File: src/rtl/adma_walk_pkg.sv
package adma_walk_pkg;
   typedef enum logic [1:0] {
      WS_IDLE  = 2'd0,
      WS_FETCH = 2'd1,
      WS_MOVE  = 2'd2
   } walk_st_e;

   localparam int unsigned ATTR_VLD_BIT = 0;
   localparam int unsigned ATTR_END_BIT = 1;
   localparam int unsigned ATTR_ACT_LSB = 4;
   localparam logic [1:0]  ACT_DATA     = 2'b10;
endpackage

File: src/rtl/adma_desc_decode.sv
module adma_desc_decode #(
   parameter int unsigned ADDR_W      = 32,
   parameter int unsigned LEN_W       = 16,
   parameter int unsigned ATTR_W      = 16,
   parameter bit          ZERO_IS_MAX = 1'b1,
   localparam int unsigned DESC_W     = ATTR_W + LEN_W + ADDR_W
) (
   input  logic [DESC_W-1:0] line_i,
   output logic              vld_o,
   output logic              end_o,
   output logic              is_data_o,
   output logic [ADDR_W-1:0] addr_o,
   output logic [LEN_W:0]    len_o
);
   import adma_walk_pkg::*;

   localparam int unsigned LEN_LSB  = ATTR_W;
   localparam int unsigned ADDR_LSB = ATTR_W + LEN_W;

   generate
      if (ATTR_W < ATTR_ACT_LSB + 2) begin : g_attr_too_narrow
         $error("attribute field too narrow for action code");
      end
   endgenerate

   logic [LEN_W-1:0] raw_len;

   assign vld_o     = line_i[ATTR_VLD_BIT];
   assign end_o     = line_i[ATTR_END_BIT];
   assign is_data_o = (line_i[ATTR_ACT_LSB +: 2] == ACT_DATA);
   assign addr_o    = line_i[ADDR_LSB +: ADDR_W];
   assign raw_len   = line_i[LEN_LSB +: LEN_W];

   generate
      if (ZERO_IS_MAX) begin : g_len_wrap
         always_comb begin
            if (raw_len == '0) len_o = {1'b1, {LEN_W{1'b0}}};
            else               len_o = {1'b0, raw_len};
         end
      end else begin : g_len_plain
         assign len_o = {1'b0, raw_len};
      end
   endgenerate
endmodule

File: src/rtl/adma_ptr.sv
module adma_ptr #(
   parameter int unsigned ADDR_W = 32,
   parameter int unsigned STEP   = 8
) (
   input  logic              clk,
   input  logic              rst_n,
   input  logic              load_i,
   input  logic [ADDR_W-1:0] base_i,
   input  logic              adv_i,
   output logic [ADDR_W-1:0] ptr_o
);
   localparam logic [ADDR_W-1:0] STEP_V = ADDR_W'(STEP);

   generate
      if (STEP == 0) begin : g_bad_step
         $error("descriptor step must be nonzero");
      end
   endgenerate

   always_ff @(posedge clk or negedge rst_n) begin
      if (!rst_n)      ptr_o <= '0;
      else if (load_i) ptr_o <= base_i;
      else if (adv_i)  ptr_o <= ptr_o + STEP_V;
   end


   ptr_step_chk: assert property (@(posedge clk) disable iff (!rst_n)
      (adv_i && !load_i) |=> (ptr_o == $past(ptr_o) + STEP_V));
endmodule

File: src/rtl/adma_walker.sv
module adma_walker #(
   parameter int unsigned ADDR_W      = 32,
   parameter int unsigned LEN_W       = 16,
   parameter int unsigned ATTR_W      = 16,
   parameter bit          ZERO_IS_MAX = 1'b1,
   localparam int unsigned DESC_W     = ATTR_W + LEN_W + ADDR_W,
   localparam int unsigned STEP       = DESC_W / 8
) (
   input  logic              clk,
   input  logic              rst_n,
   input  logic              start_i,
   input  logic [ADDR_W-1:0] base_addr_i,
   output logic              desc_rd_req_o,
   output logic [ADDR_W-1:0] desc_rd_addr_o,
   input  logic              desc_rd_valid_i,
   input  logic [DESC_W-1:0] desc_rd_data_i,
   output logic              mv_req_o,
   output logic [ADDR_W-1:0] mv_addr_o,
   output logic [LEN_W:0]    mv_len_o,
   input  logic              mv_done_i,
   output logic              busy_o,
   output logic              done_o,
   output logic              err_o
);
   import adma_walk_pkg::*;

   generate
      if (DESC_W % 8 != 0) begin : g_bad_line
         $error("descriptor line must be whole bytes");
      end
   endgenerate

   walk_st_e          st_q;
   logic              d_vld, d_end, d_data;
   logic [ADDR_W-1:0] d_addr;
   logic [LEN_W:0]    d_len;
   logic              end_q;
   logic              accept, adv;

   adma_desc_decode #(
      .ADDR_W(ADDR_W), .LEN_W(LEN_W), .ATTR_W(ATTR_W), .ZERO_IS_MAX(ZERO_IS_MAX)
   ) u_dec (
      .line_i(desc_rd_data_i), .vld_o(d_vld), .end_o(d_end), .is_data_o(d_data),
      .addr_o(d_addr), .len_o(d_len)
   );

   assign accept = start_i && (st_q == WS_IDLE);
   assign adv    = ((st_q == WS_FETCH) && desc_rd_valid_i && d_vld && !d_data && !d_end)
                 || ((st_q == WS_MOVE) && mv_done_i && !end_q);

   adma_ptr #(.ADDR_W(ADDR_W), .STEP(STEP)) u_ptr (
      .clk(clk), .rst_n(rst_n), .load_i(accept), .base_i(base_addr_i),
      .adv_i(adv), .ptr_o(desc_rd_addr_o)
   );

   always_ff @(posedge clk or negedge rst_n) begin
      if (!rst_n) begin
         st_q      <= WS_IDLE;
         end_q     <= 1'b0;
         mv_addr_o <= '0;
         mv_len_o  <= '0;
         done_o    <= 1'b0;
         err_o     <= 1'b0;
      end else begin
         case (st_q)
            WS_IDLE: begin
               if (accept) begin
                  st_q   <= WS_FETCH;
                  done_o <= 1'b0;
                  err_o  <= 1'b0;
               end
            end
            WS_FETCH: begin
               if (desc_rd_valid_i) begin
                  if (!d_vld) begin
                     err_o <= 1'b1;
                     st_q  <= WS_IDLE;
                  end else if (d_data) begin
                     mv_addr_o <= d_addr;
                     mv_len_o  <= d_len;
                     end_q     <= d_end;
                     st_q      <= WS_MOVE;
                  end else if (d_end) begin
                     done_o <= 1'b1;
                     st_q   <= WS_IDLE;
                  end
               end
            end
            WS_MOVE: begin
               if (mv_done_i) begin
                  if (end_q) begin
                     done_o <= 1'b1;
                     st_q   <= WS_IDLE;
                  end else begin
                     st_q <= WS_FETCH;
                  end
               end
            end
            default: st_q <= WS_IDLE;
         endcase
      end
   end

   assign desc_rd_req_o = (st_q == WS_FETCH);
   assign mv_req_o      = (st_q == WS_MOVE);
   assign busy_o        = (st_q != WS_IDLE);


   req_excl_chk: assert property (@(posedge clk) disable iff (!rst_n)
      !(mv_req_o && desc_rd_req_o));

   mv_hold_chk: assert property (@(posedge clk) disable iff (!rst_n)
      (mv_req_o && !mv_done_i) |=> (mv_req_o && $stable(mv_addr_o) && $stable(mv_len_o)));

   err_src_chk: assert property (@(posedge clk) disable iff (!rst_n)
      $rose(err_o) |-> ($past(desc_rd_valid_i) && !busy_o && !done_o));

   idle_quiet_chk: assert property (@(posedge clk) disable iff (!rst_n)
      !busy_o |-> (!mv_req_o && !desc_rd_req_o));

   status_excl_chk: assert property (@(posedge clk) disable iff (!rst_n)
      !(done_o && err_o));
endmodule

File: config.mk
export PLATFORM = sky130hd
export DESIGN_NAME = adma_walker
export DESIGN_NICKNAME = d
export VERILOG_FILES = /design/src/rtl/adma_walk_pkg.sv /design/src/rtl/adma_desc_decode.sv /design/src/rtl/adma_ptr.sv /design/src/rtl/adma_walker.sv
export SDC_FILE = /design/constraint.sdc
export NUM_CORES = 1
export LEC_CHECK = 0
export CORE_UTILIZATION = 30
export CTS_CLUSTER_DIAMETER = 120
export CTS_CLUSTER_SIZE = 24
export DETAILED_ROUTE_END_ITERATION = 8
export DONT_BUFFER_PORTS = 1
export PLACE_DENSITY = 0.51
export SLEW_MARGIN = 20
export SYNTH_ARGS = -nofsm -noshare
export SYNTH_HDL_FRONTEND = slang
export SYNTH_HIERARCHICAL = 1
export SYNTH_SLANG_ARGS = --single-unit
File: constraint.sdc
create_clock -name clk -period 2.5 [get_ports clk]
set_input_delay 0.5 -clock clk [delete_from_list [all_inputs] [get_ports clk]]
set_output_delay 0.5 -clock clk [all_outputs]
set_load 0.05 [all_outputs]
# Yosys cells after proc, flatten, opt, wreduce, memory -nomap -nowiden
# Index checks and enable logic that the tools add are counted.
# classes
reduce_logical,21
n_addsub,1
n_eq_ne,12
n_mux,22
# op_table
operator,count
2-to-1 mux 32 bit,2
adder 32 x 4 -> 32 bit (second input constant),1
2-to-1 mux 17 bit,1
logical NOT 16 bit,1
2-to-1 mux 2 bit,6
AND reduction 4 bit,3
2-to-1 mux 1 bit,10
!= test 2 x 1 -> 1 bit (second input constant),5
AND reduction 8 bit,1
logical AND 1 bit,7
!= test 2 bit (second input constant),3
one-hot mux 2 bit (3 select lines),1
nonzero test 2 bit,3
== test 2 bit (second input constant),2
!= test 4 x 2 -> 1 bit (second input constant),1
logical NOT 1 bit,3
one-hot mux 1 bit (3 select lines),1
nonzero test 3 bit,1
== test 2 x 1 -> 1 bit (second input constant),1
logical NOT 2 bit,1
one-hot mux 1 bit (2 select lines),1
logical OR 1 bit,1
# totals
word_cells,63
out_inout_bits,86
reg_bits,86

# Logic depth before layout (Yosys ltp)
# Gate-level depths: netlist of the first run.
# logic_depth
word_depth,8
ltp_mapped,11

# By module
# Netlist of the first run, hierarchy kept.
# by_module_without_submodules
mod,cells_each,instances,area_per_inst_um2
adma_walker,139,1,2224.6
adma_ptr,200,1,1798.0
adma_desc_decode,56,1,355.3

# Worst setup path before layout of the first run
# OpenSTA, ideal clock, no wires.
# synth_timing
path_kind,flip-flop to flip-flop
from,reg st_q[1]
to,reg u_ptr.ptr_o[28]
stages_incl_launch_ff,12
period_less_slack_ns,3.117
n_path_buf,2
setup_time_ns,0.082
arrival_ns,3.035
slack_ns,-0.617
t_required_ns,2.418
cell_sequence,dfrtp_1 -> inv_1 -> ha_1 -> nand2_1 -> nor3_1 -> a22o_1 -> buf_2 -> nand4_1 -> or4_1 -> clkbuf_2 -> or4_1 -> a31oi_1
# synth_between
elab_chain_len,7
word_cells_on_any_way,13
# synth_lines
element,line_no,source
start: declaration,adma_walker.sv:33,walk_st_e st_q;
start signal: assignment,adma_walker.sv:58,st_q <= WS_IDLE;
start signal: assignment,adma_walker.sv:68,st_q <= WS_FETCH;
start signal: assignment,adma_walker.sv:77,st_q <= WS_IDLE;
== test 2 x 1 -> 1 bit,-,
via desc_rd_req_o,adma_walker.sv:13,"output logic desc_rd_req_o,"
logical AND 1 bit (4 in series),adma_walker.sv:48,assign adv = ((st_q == WS_FETCH) && desc_rd_valid_i && d_vld && !d_data && !d_end)
logical OR 1 bit,adma_walker.sv:49,|| ((st_q == WS_MOVE) && mv_done_i && !end_q);
via adv,adma_walker.sv:38,"logic accept, adv;"
nonzero test 2 bit (no line),-,
end signal: assignment,adma_ptr.sv:22,else if (load_i) ptr_o <= base_i;
end signal: assignment,adma_ptr.sv:23,else if (adv_i) ptr_o <= ptr_o + STEP_V;
end: declaration,adma_ptr.sv:10,output logic [ADDR_W-1:0] ptr_o
# The timed path passes the listed nets, and every way through them passes these cells.
# A chain may end at the register's enable or synchronous reset.

# Worst setup path in the final report of the first run
# layout_timing
from,reg st_q[1]
to,reg u_ptr.ptr_o[26]
# layout_between
elab_chain_len,7
word_cells_on_any_way,13
# layout_lines
element,line_no
== test 2 x 1 -> 1 bit,adma_walker.sv:48
logical AND 1 bit (4 in series),adma_walker.sv:48
logical OR 1 bit *,adma_walker.sv:49
via adv,adma_walker.sv:38
nonzero test 2 bit (no line) *,-
# Mark *: on every way through the listed nets, which the timed path passes. The rest lies on a longest branch.

==> impl_metrics.ini, run 1 <==
[yosys]
synth_nets = 501
synth_area_mm2 = 0.004378
yosysSeqAreaShare_pct = 49.16
synth.area.top_cells = dfrtp_1, mux2_1, buf_4, o21ai_0, a31oi_1
syn_inst = 395
ys_warn_count = 6
synth.avg_cell_area_um2 = 11.08
synth_cell_type_count = 44
synth_top_cell_by_area = dfrtp_1
synth-seq-cells = 86
yosysTopAreaCellShare_pct = 49.16

[finish]
layout-drive-gt1-share_pct = 22.11
fill_cells = 1386
final_nets = 490
final_common_cell = dfrtp_1
final_area_mm2 = 0.004901
multi_input_area_mm2 = 0.001846
diodes = 0
syn_to_final_growth_pct = 11.95
post-route-util_pct = 34.90
layout.cells.non_filler = 569
most-common-layout-cells = dfrtp_1, mux2_1, buf_4
regArea_mm2 = 0.002153

[detailed_routing]
drt_iter0_drc = 117
vias_per_cell = 5.053
drc_errors = 0
wirelength_mm = 10.05
vias = 2875
ant_nets = 0
wire_per_inst_um = 17.66
drt-pass1-iter-count = 4

[clock_tree]
cts_tree = yes
cts_max_path_buffers = 2
clk_latency_ps = 340
clock_sinks = 86
cts_made_buffers = 9
cts_max_level = 3
cts_root_buf = clkbuf_16
path_clk_slew_ps = 70

[worst_setup_path]
r2r-start = st_q[1]
critical_path.startpoint_type = flop
r2r_cells = 9
crit_type = reg2reg
slowest_stage = or4_4
rr_endpoint = u_ptr/ptr_o[26]
worstPathArrival_ps = 2700
critPathTopFamily = simple AND/OR/NAND/NOR gates
critPathRequiredTime_ps = 2760
end_kind = flop
crit_buf_inv = 1
path_max_fanout = 4
path_depth = 9
r2r_setup_slack_ps = 60
endpoint = u_ptr/ptr_o[26]
crit_path_max_incr_delay_ps = 510
cp_cell_sequence = inv_2 > ha_4 > nand2_4 > nor3_4 > a22o_4 > nand4_1 > or4_4 > or4_1 > a31oi_1
cp-startpoint = st_q[1]

[run]
cap_violations = 0

[placement]
globalplace.congestion = 0.8329
place_inst = 548
hpwl_mm = 7.287
numPortBuffers = 0
dp_slack_ps = -229.9
dpl_cell_area_mm2 = 0.004539

[floorplanning]
die_x_um = 122.8
fp.dieH_um = 122.8
ioPinCount = 187
num_rows = 43
core_area_mm2 = 0.01404
die_area_mm2 = 0.01508
start_util_pct = 31.18

[global_routing]
antenna_found_initial = 0
grt_pass1_wl_mm = 15.23
grt_max_degree = 87
overflow = 0
grt_pass1_vias = 2911
grt_use_total_pct = 13.41

[sta]
setup-violations-final = 0
maxSlewViolCount = 0
fin_crit_sh_pct = 97.48
finalWorstSetupSlack_ps = 63.11
tns_ps = 0
clock.fmax_mhz = 410.4
hold_viol = 86
hold_slack_ps = -150.5
period_minus_slack_ps = 2437
slew_headroom_pct = 54.40
rsz0062_at_grt = true
worst_pin_slew_ps = 684.0
fin_worst_skew_ps = 7.414

[power]
p_leak_nw = 2.044
internal_power_mw = 3.599
pwr-share-seq_pct = 53.9
power_frac_comb_pct = 29.8
power.total_mw = 7.923
p_sw_share_pct = 54.57
power_density_mw_per_mm2 = 1617
p_clk_share_pct = 16.3
switchingPower_mw = 4.324
ir_worst_vdd_v = 0.0005507

[status]
status = finished, violations left
violations = negative hold slack

[hold_path]
hold_class = in2async
[Yosys cell counts, drive strengths merged]
master / number
o21ai: 20
nand2b: 1
mux2i: 3
nand3: 8
buf: 41
a21oi: 2
ha: 5
a21boi: 1
mux2: 55
a22o: 1
nor2: 16
and2: 2
o31a: 1
o31ai: 5
inv: 11
o21bai: 1
xnor2: 7
nor4: 10
nand2: 24
nor2b: 5
a31oi: 15
nand4: 13
or4: 9
xor2: 5
or3: 7
and4: 5
nand3b: 1
and3: 4
clkbuf: 24
a31o: 2
dfrtp: 86
nor3: 4
a211o: 1
[cells by family after synthesis]
family	share of synthesized area, %
buffers and inverters	10.37
AND/OR/NAND/NOR	14.86
adder cells (fa/ha/maj)	1.429
XOR/XNOR	2.401
AO/OA/AOI/OAI	6.860
flip-flops	49.16
multiplexers	14.92
[flip-flops by register name (all words and copies together), names as in the netlist]
name / count
done_o: 1
u_ptr/ptr_o: 32
mv_len_o: 17
st_q: 2
mv_addr_o: 32
err_o: 1
end_q: 1
[power groups by stage]
stage | clock network [mW] | logic, mW | registers, mW
6_report | 1.29 | 2.36 | 4.27
5_1_grt | 1.39 | 2.56 | 4.37
4_1_cts | 1.34 | 2.37 | 4.28
3_5_place_dp | 0 | 2.35 | 4.31
3_3_place_gp | 0 | 2.29 | 4.30
2_1_floorplan | 0 | 1.16 | 4.82
[routing by layer]
layer	part of all wire, %	global-route usage, %	up-vias
met5	0	0	-
met4	1.7	6.098	0
met3	6.8	4.507	13
met2	50	21.77	88
met1	41	15.97	1429
li1	-	-	1345
[repair_timing]
| item | 4_1_cts | 5_1_grt |
|---|---|---|
| setup endpoints to repair | 11 | 13 |
| setup buffers | 4 | 1 |
| resized for setup | 6 | 6 |
| endpoints found under the hold margin | 86 | 86 |
| cloned | 0 | 0 |
| pin swaps | 6 | 5 |
[layout make-up]
cell class	count	area share [%]
Sequential cell	86	43.94
Inverter	11	0.8425
Tap cell	180	4.595
Multi-Input combinational cell	233	37.66
Clock inverter	7	1.123
Timing Repair Buffer	43	7.250
Clock buffer	9	4.595
[worst min path at each step]
stage,startpoint,slack [ps],end
4_1_cts,rst_n,-170,mv_len_o[6]
2_1_floorplan,rst_n,200,done_o
5_1_grt,rst_n,-180,mv_len_o[7]
3_3_place_gp,rst_n,210,mv_len_o[8]
6_report,rst_n,-150,mv_len_o[2]
3_5_place_dp,rst_n,210,mv_len_o[7]
[worst reg2reg max path, stage by stage (launching register included)]
cell and delay [ps]:
dfrtp_1 410, inv_2 80, ha_4 150, nand2_4 50
nor3_4 150, a22o_4 170, nand4_1 220, or4_4 510
or4_1 480, a31oi_1 130
Power figures use the tool's default switching activity.
==> inputs of run 2 (changes only) <==
==> constraint.sdc (replaced) <==
create_clock -name clk -period 2.5 [get_ports clk]
set_input_delay 0.5 -clock clk [delete_from_list [all_inputs] [get_ports clk]]
set_output_delay 0.5 -clock clk [all_outputs]
set_load 0.02 [all_outputs]
==> impl_metrics.ini, run 2 (synthesis gave the netlist of run 1 again) <==
[status]
status = finished, violations left
violations = negative hold slack

[detailed_routing]
vias_per_cell = 5.084
drc_errors = 0
drt-pass1-iter-count = 4
vias = 2837
drt_iter0_drc = 116
ant_nets = 0
wirelength_mm = 9.790
wire_per_inst_um = 17.54

[finish]
diodes = 0
syn_to_final_growth_pct = 9.460
final_common_cell = dfrtp_1
final_nets = 479
final_area_mm2 = 0.004792
reg_top3 = mv_addr_o (32), u_ptr/ptr_o (32), mv_len_o (17)
most-common-layout-cells = dfrtp_1, mux2_1, buf_4
layout-drive-gt1-share_pct = 19.31
post-route-util_pct = 34.13

[worst_setup_path]
critical_path.startpoint_type = flop
path_max_fanout = 6
slowest_stage = or4_1
rr_endpoint = u_ptr/ptr_o[28]
cp_cell_sequence = inv_2 > ha_4 > nor2b_2 > a22o_4 > nand4_1 > or4_4 > or4_1 > a31oi_1
critPathTopFamily = simple AND/OR/NAND/NOR gates
r2r_setup_slack_ps = 50
end_kind = flop
crit_buf_inv = 1
critPathRequiredTime_ps = 2770
crit_type = reg2reg
crit_path_max_incr_delay_ps = 520
r2r-start = st_q[0]
r2r_cells = 8
worstPathArrival_ps = 2710

[global_routing]
grt_use_total_pct = 13.38
antenna_found_initial = 0
overflow = 0
grt_pass1_vias = 2883
grt_max_degree = 87
grt_pass1_wl_mm = 15.11

[clock_tree]
cts_max_path_buffers = 2
clk_latency_ps = 340
clock_sinks = 86
cts_root_buf = clkbuf_16
cts_tree = yes
cts_made_buffers = 9
path_clk_slew_ps = 60
cts_max_level = 3

[sta]
slew_headroom_pct = 66.32
setup-violations-final = 0
hold_slack_ps = -152.8
fin_crit_sh_pct = 97.88
hold_viol = 86
worst_pin_slew_ps = 500.6
maxSlewViolCount = 0
rsz0062_at_grt = true
tns_ps = 0
clock.fmax_mhz = 408.7
fin_worst_skew_ps = 4.572
period_minus_slack_ps = 2447

[power]
power_density_mw_per_mm2 = 1305
p_clk_share_pct = 20.2
switchingPower_mw = 2.715
p_sw_share_pct = 43.42
power.total_mw = 6.253
pwr-share-seq_pct = 53.2
power_frac_comb_pct = 26.6
p_leak_nw = 1.972
internal_power_mw = 3.538
ir_worst_vdd_v = 0.0004810

[floorplanning]
ioPinCount = 187
fp.dieH_um = 122.8
core_area_mm2 = 0.01404
num_rows = 43
die_area_mm2 = 0.01508
start_util_pct = 31.18
die_x_um = 122.8

[placement]
dpl_cell_area_mm2 = 0.004474
hpwl_mm = 7.234
globalplace.congestion = 0.7820
numPortBuffers = 0

[hold_path]
hold_class = in2async

[run]
cap_violations = 0
## run 2: area by class of cell
| class | count | area [µm²] |
|---|---|---|
| well taps | 180 | 225.2 |
| multi-input cells | 233 | 1842 |
| clock inverters | 5 | 35.03 |
| flip-flops and latches | 86 | 2153 |
| repair buffers | 32 | 252.7 |
| fillers | 1404 | 9250 |
| clock buffers | 11 | 242.7 |
| inverters | 11 | 41.29 |
## run 2: how the worst max path moves through the flow
| stage | start | endpoint | slack [ps] | cells after the start |
|---|---|---|---|---|
| after floorplan | st_q[1] | u_ptr/ptr_o[28] | -100 | 11 |
| after global placement | desc_rd_data_i[5] | u_ptr/ptr_o[26] | -140 | 7 |
| after detailed placement | desc_rd_data_i[5] | u_ptr/ptr_o[28] | -190 | 7 |
| after CTS | st_q[0] | u_ptr/ptr_o[27] | 3 | 8 |
| after global routing | st_q[1] | u_ptr/ptr_o[26] | -50 | 9 |
| final | st_q[0] | u_ptr/ptr_o[28] | 50 | 8 |
## run 2: power groups by stage
| stage | logic (mW) | clock network (mW) | registers, mW |
|---|---|---|---|
| floorplan | 1.11 | 0 | 3.35 |
| global placement | 1.61 | 0 | 3.34 |
| detailed placement | 1.65 | 0 | 3.37 |
| CTS | 1.66 | 1.31 | 3.35 |
| global route | 1.85 | 1.36 | 3.43 |
| finish | 1.66 | 1.26 | 3.33 |
## run 2: what timing repair did
item | CTS | global route
pin swaps | 2 | 0
endpoints found under the hold margin | 86 | 86
endpoints found under the setup margin | 9 | 8
resized for setup | 2 | 5
setup buffers | 0 | 1
## run 2: layer usage
layer / GRT usage [%] / wire [µm] / up-vias / share of wire [%]
met2: 21.88 / 4884 / 93 / 50
met5: 0 / 0 / - / 0
met4: 7.622 / 213 / 0 / 2.2
met1: 15.84 / 4106 / 1422 / 42
li1: - / - / 1311 / -
met3: 3.485 / 586 / 11 / 6.0
## run 2: stage by stage
stage          instances  worst slack, ps
3_3_place_gp         541           -141.4
2_1_floorplan        395           -98.86
4_1_cts              557            3.102
6_report             558            52.95
3_5_place_dp         541           -187.5
5_1_grt              558           -45.42
==> inputs of run 3 (changes only) <==
--- a/config.mk
+++ b/config.mk
@@ -11,6 +11,7 @@
 export DETAILED_ROUTE_END_ITERATION = 8
 export DONT_BUFFER_PORTS = 1
 export PLACE_DENSITY = 0.51
+export SETUP_SLACK_MARGIN = 0.3
 export SLEW_MARGIN = 20
 export SYNTH_ARGS = -nofsm -noshare
 export SYNTH_HDL_FRONTEND = slang
==> impl_metrics.ini, run 3 (synthesis gave the netlist of run 1 again) <==
[finish]
layout-drive-gt1-share_pct = 20.79
diodes = 0
syn_to_final_growth_pct = 12.52
layout.cells.non_filler = 560
most-common-layout-cells = dfrtp_1, mux2_1, buf_4
final_common_cell = dfrtp_1
final_area_mm2 = 0.004926
reg_top3 = mv_addr_o (32), u_ptr/ptr_o (32), mv_len_o (17)
fill_cells = 1386
final_nets = 481

[status]
violations = negative hold slack
status = finished, violations left

[worst_setup_path]
critical_path.startpoint_type = flop
r2r_setup_slack_ps = 80
path_max_fanout = 4
critPathRequiredTime_ps = 2760
crit_type = reg2reg
end_kind = flop
worstPathArrival_ps = 2690

[floorplanning]
die_x_um = 122.8
start_util_pct = 31.18
die_area_mm2 = 0.01508
core_area_mm2 = 0.01404
fp.dieH_um = 122.8
num_rows = 43
ioPinCount = 187

[detailed_routing]
vias_per_cell = 5.141
wire_per_inst_um = 17.52
vias = 2879
wirelength_mm = 9.809
ant_nets = 0
drt_iter0_drc = 148
drt-pass1-iter-count = 4
drc_errors = 0

[clock_tree]
clk_latency_ps = 340
cts_made_buffers = 9
cts_max_level = 3
cts_root_buf = clkbuf_16
clock_sinks = 86
cts_tree = yes
path_clk_slew_ps = 60
cts_max_path_buffers = 2

[placement]
globalplace.congestion = 0.8059
dpl_cell_area_mm2 = 0.004494
hpwl_mm = 7.273
place_inst = 542
numPortBuffers = 0

[sta]
slew_headroom_pct = 64.92
hold_viol = 86
setup-violations-final = 0
fin_crit_sh_pct = 96.94
worst_pin_slew_ps = 525.7
rsz0062_at_grt = true
clock.fmax_mhz = 412.6
maxSlewViolCount = 0
tns_ps = 0
period_minus_slack_ps = 2423
hold_slack_ps = -151.9
fin_worst_skew_ps = 3.676

[global_routing]
overflow = 0
grt_pass1_vias = 2860
grt_use_total_pct = 13.41
grt_pass1_wl_mm = 15.11
antenna_found_initial = 0
grt_max_degree = 87

[hold_path]
hold_class = in2async

[power]
ir_worst_vdd_v = 0.0003984
p_leak_nw = 2.040
power_density_mw_per_mm2 = 1330

[run]
cap_violations = 0
run 3: layer usage:
| metal | vias up | wire length, µm | track usage, % |
|---|---|---|---|
| met3 | 14 | 575 | 4.414 |
| met1 | 1454 | 4098 | 16.04 |
| met5 | - | 0 | 0 |
| met2 | 91 | 4939 | 21.88 |
| li1 | 1320 | - | - |
| met4 | 0 | 195 | 5.869 |
run 3: power breakdown:
| group | internal [mW] | total, mW | switching [mW] |
|---|---|---|---|
| Sequential | 2.05 | 3.33 | 1.28 |
| Combinational | 0.804 | 1.69 | 0.890 |
| Clock | 0.975 | 1.53 | 0.556 |
| Total | 3.83 | 6.55 | 2.72 |
run 3: layout make-up:
cell class / instances / area, µm² / share of cell area (%)
clock buffer: 10 / 229.0 / 4.648
clock inverter: 6 / 110.1 / 2.235
inverter: 11 / 41.29 / 0.8382
multi-input combinational: 233 / 1879 / 38.15
sequential: 86 / 2153 / 43.71
tap: 180 / 225.2 / 4.572
timing repair buffer: 34 / 287.8 / 5.842
run 3: what timing repair did:
action | in CTS | in global routing
hold endpoints to repair | 86 | 86
setup buffers | 2 | 0
endpoints found under the setup margin | 16 | 16
gates resized for setup | 12 | 5
pin swaps | 6 | 4
run 3: final timing paths:
kind	end	cells past startpoint	startpoint
worst max register to register	u_ptr/ptr_o[26]	9	st_q[1]
worst min register to register	end_q	1	end_q
min in group clk	u_ptr/ptr_o[17]	2	base_addr_i[17]
worst min-delay path	mv_len_o[2]	0	rst_n
worst max-delay path	u_ptr/ptr_o[26]	9	st_q[1]
max in group asynchronous	u_ptr/ptr_o[19]	0	rst_n
run 3: critical path, stage by stage (launching register included):
cell	delay, ps
dfrtp_1	390
inv_2	80
ha_4	150
nand2_4	50
nor3_4	150
a22o_4	170
nand4_1	180
or4_4	500
or4_1	490
a31oi_1	170
run 3: stage by stage:
step | setup slack, ps | util (%) | power [mW]
final | 76.50 | 35.08 | 6.553
after global routing | -15.69 | 35.08 | 6.940
after floorplan | -96.77 | - | 4.456
after CTS | 105.3 | 34.91 | 6.627
after detailed placement | -168.9 | 32.01 | 5.030
after global placement | -113.4 | 32.01 | 4.963
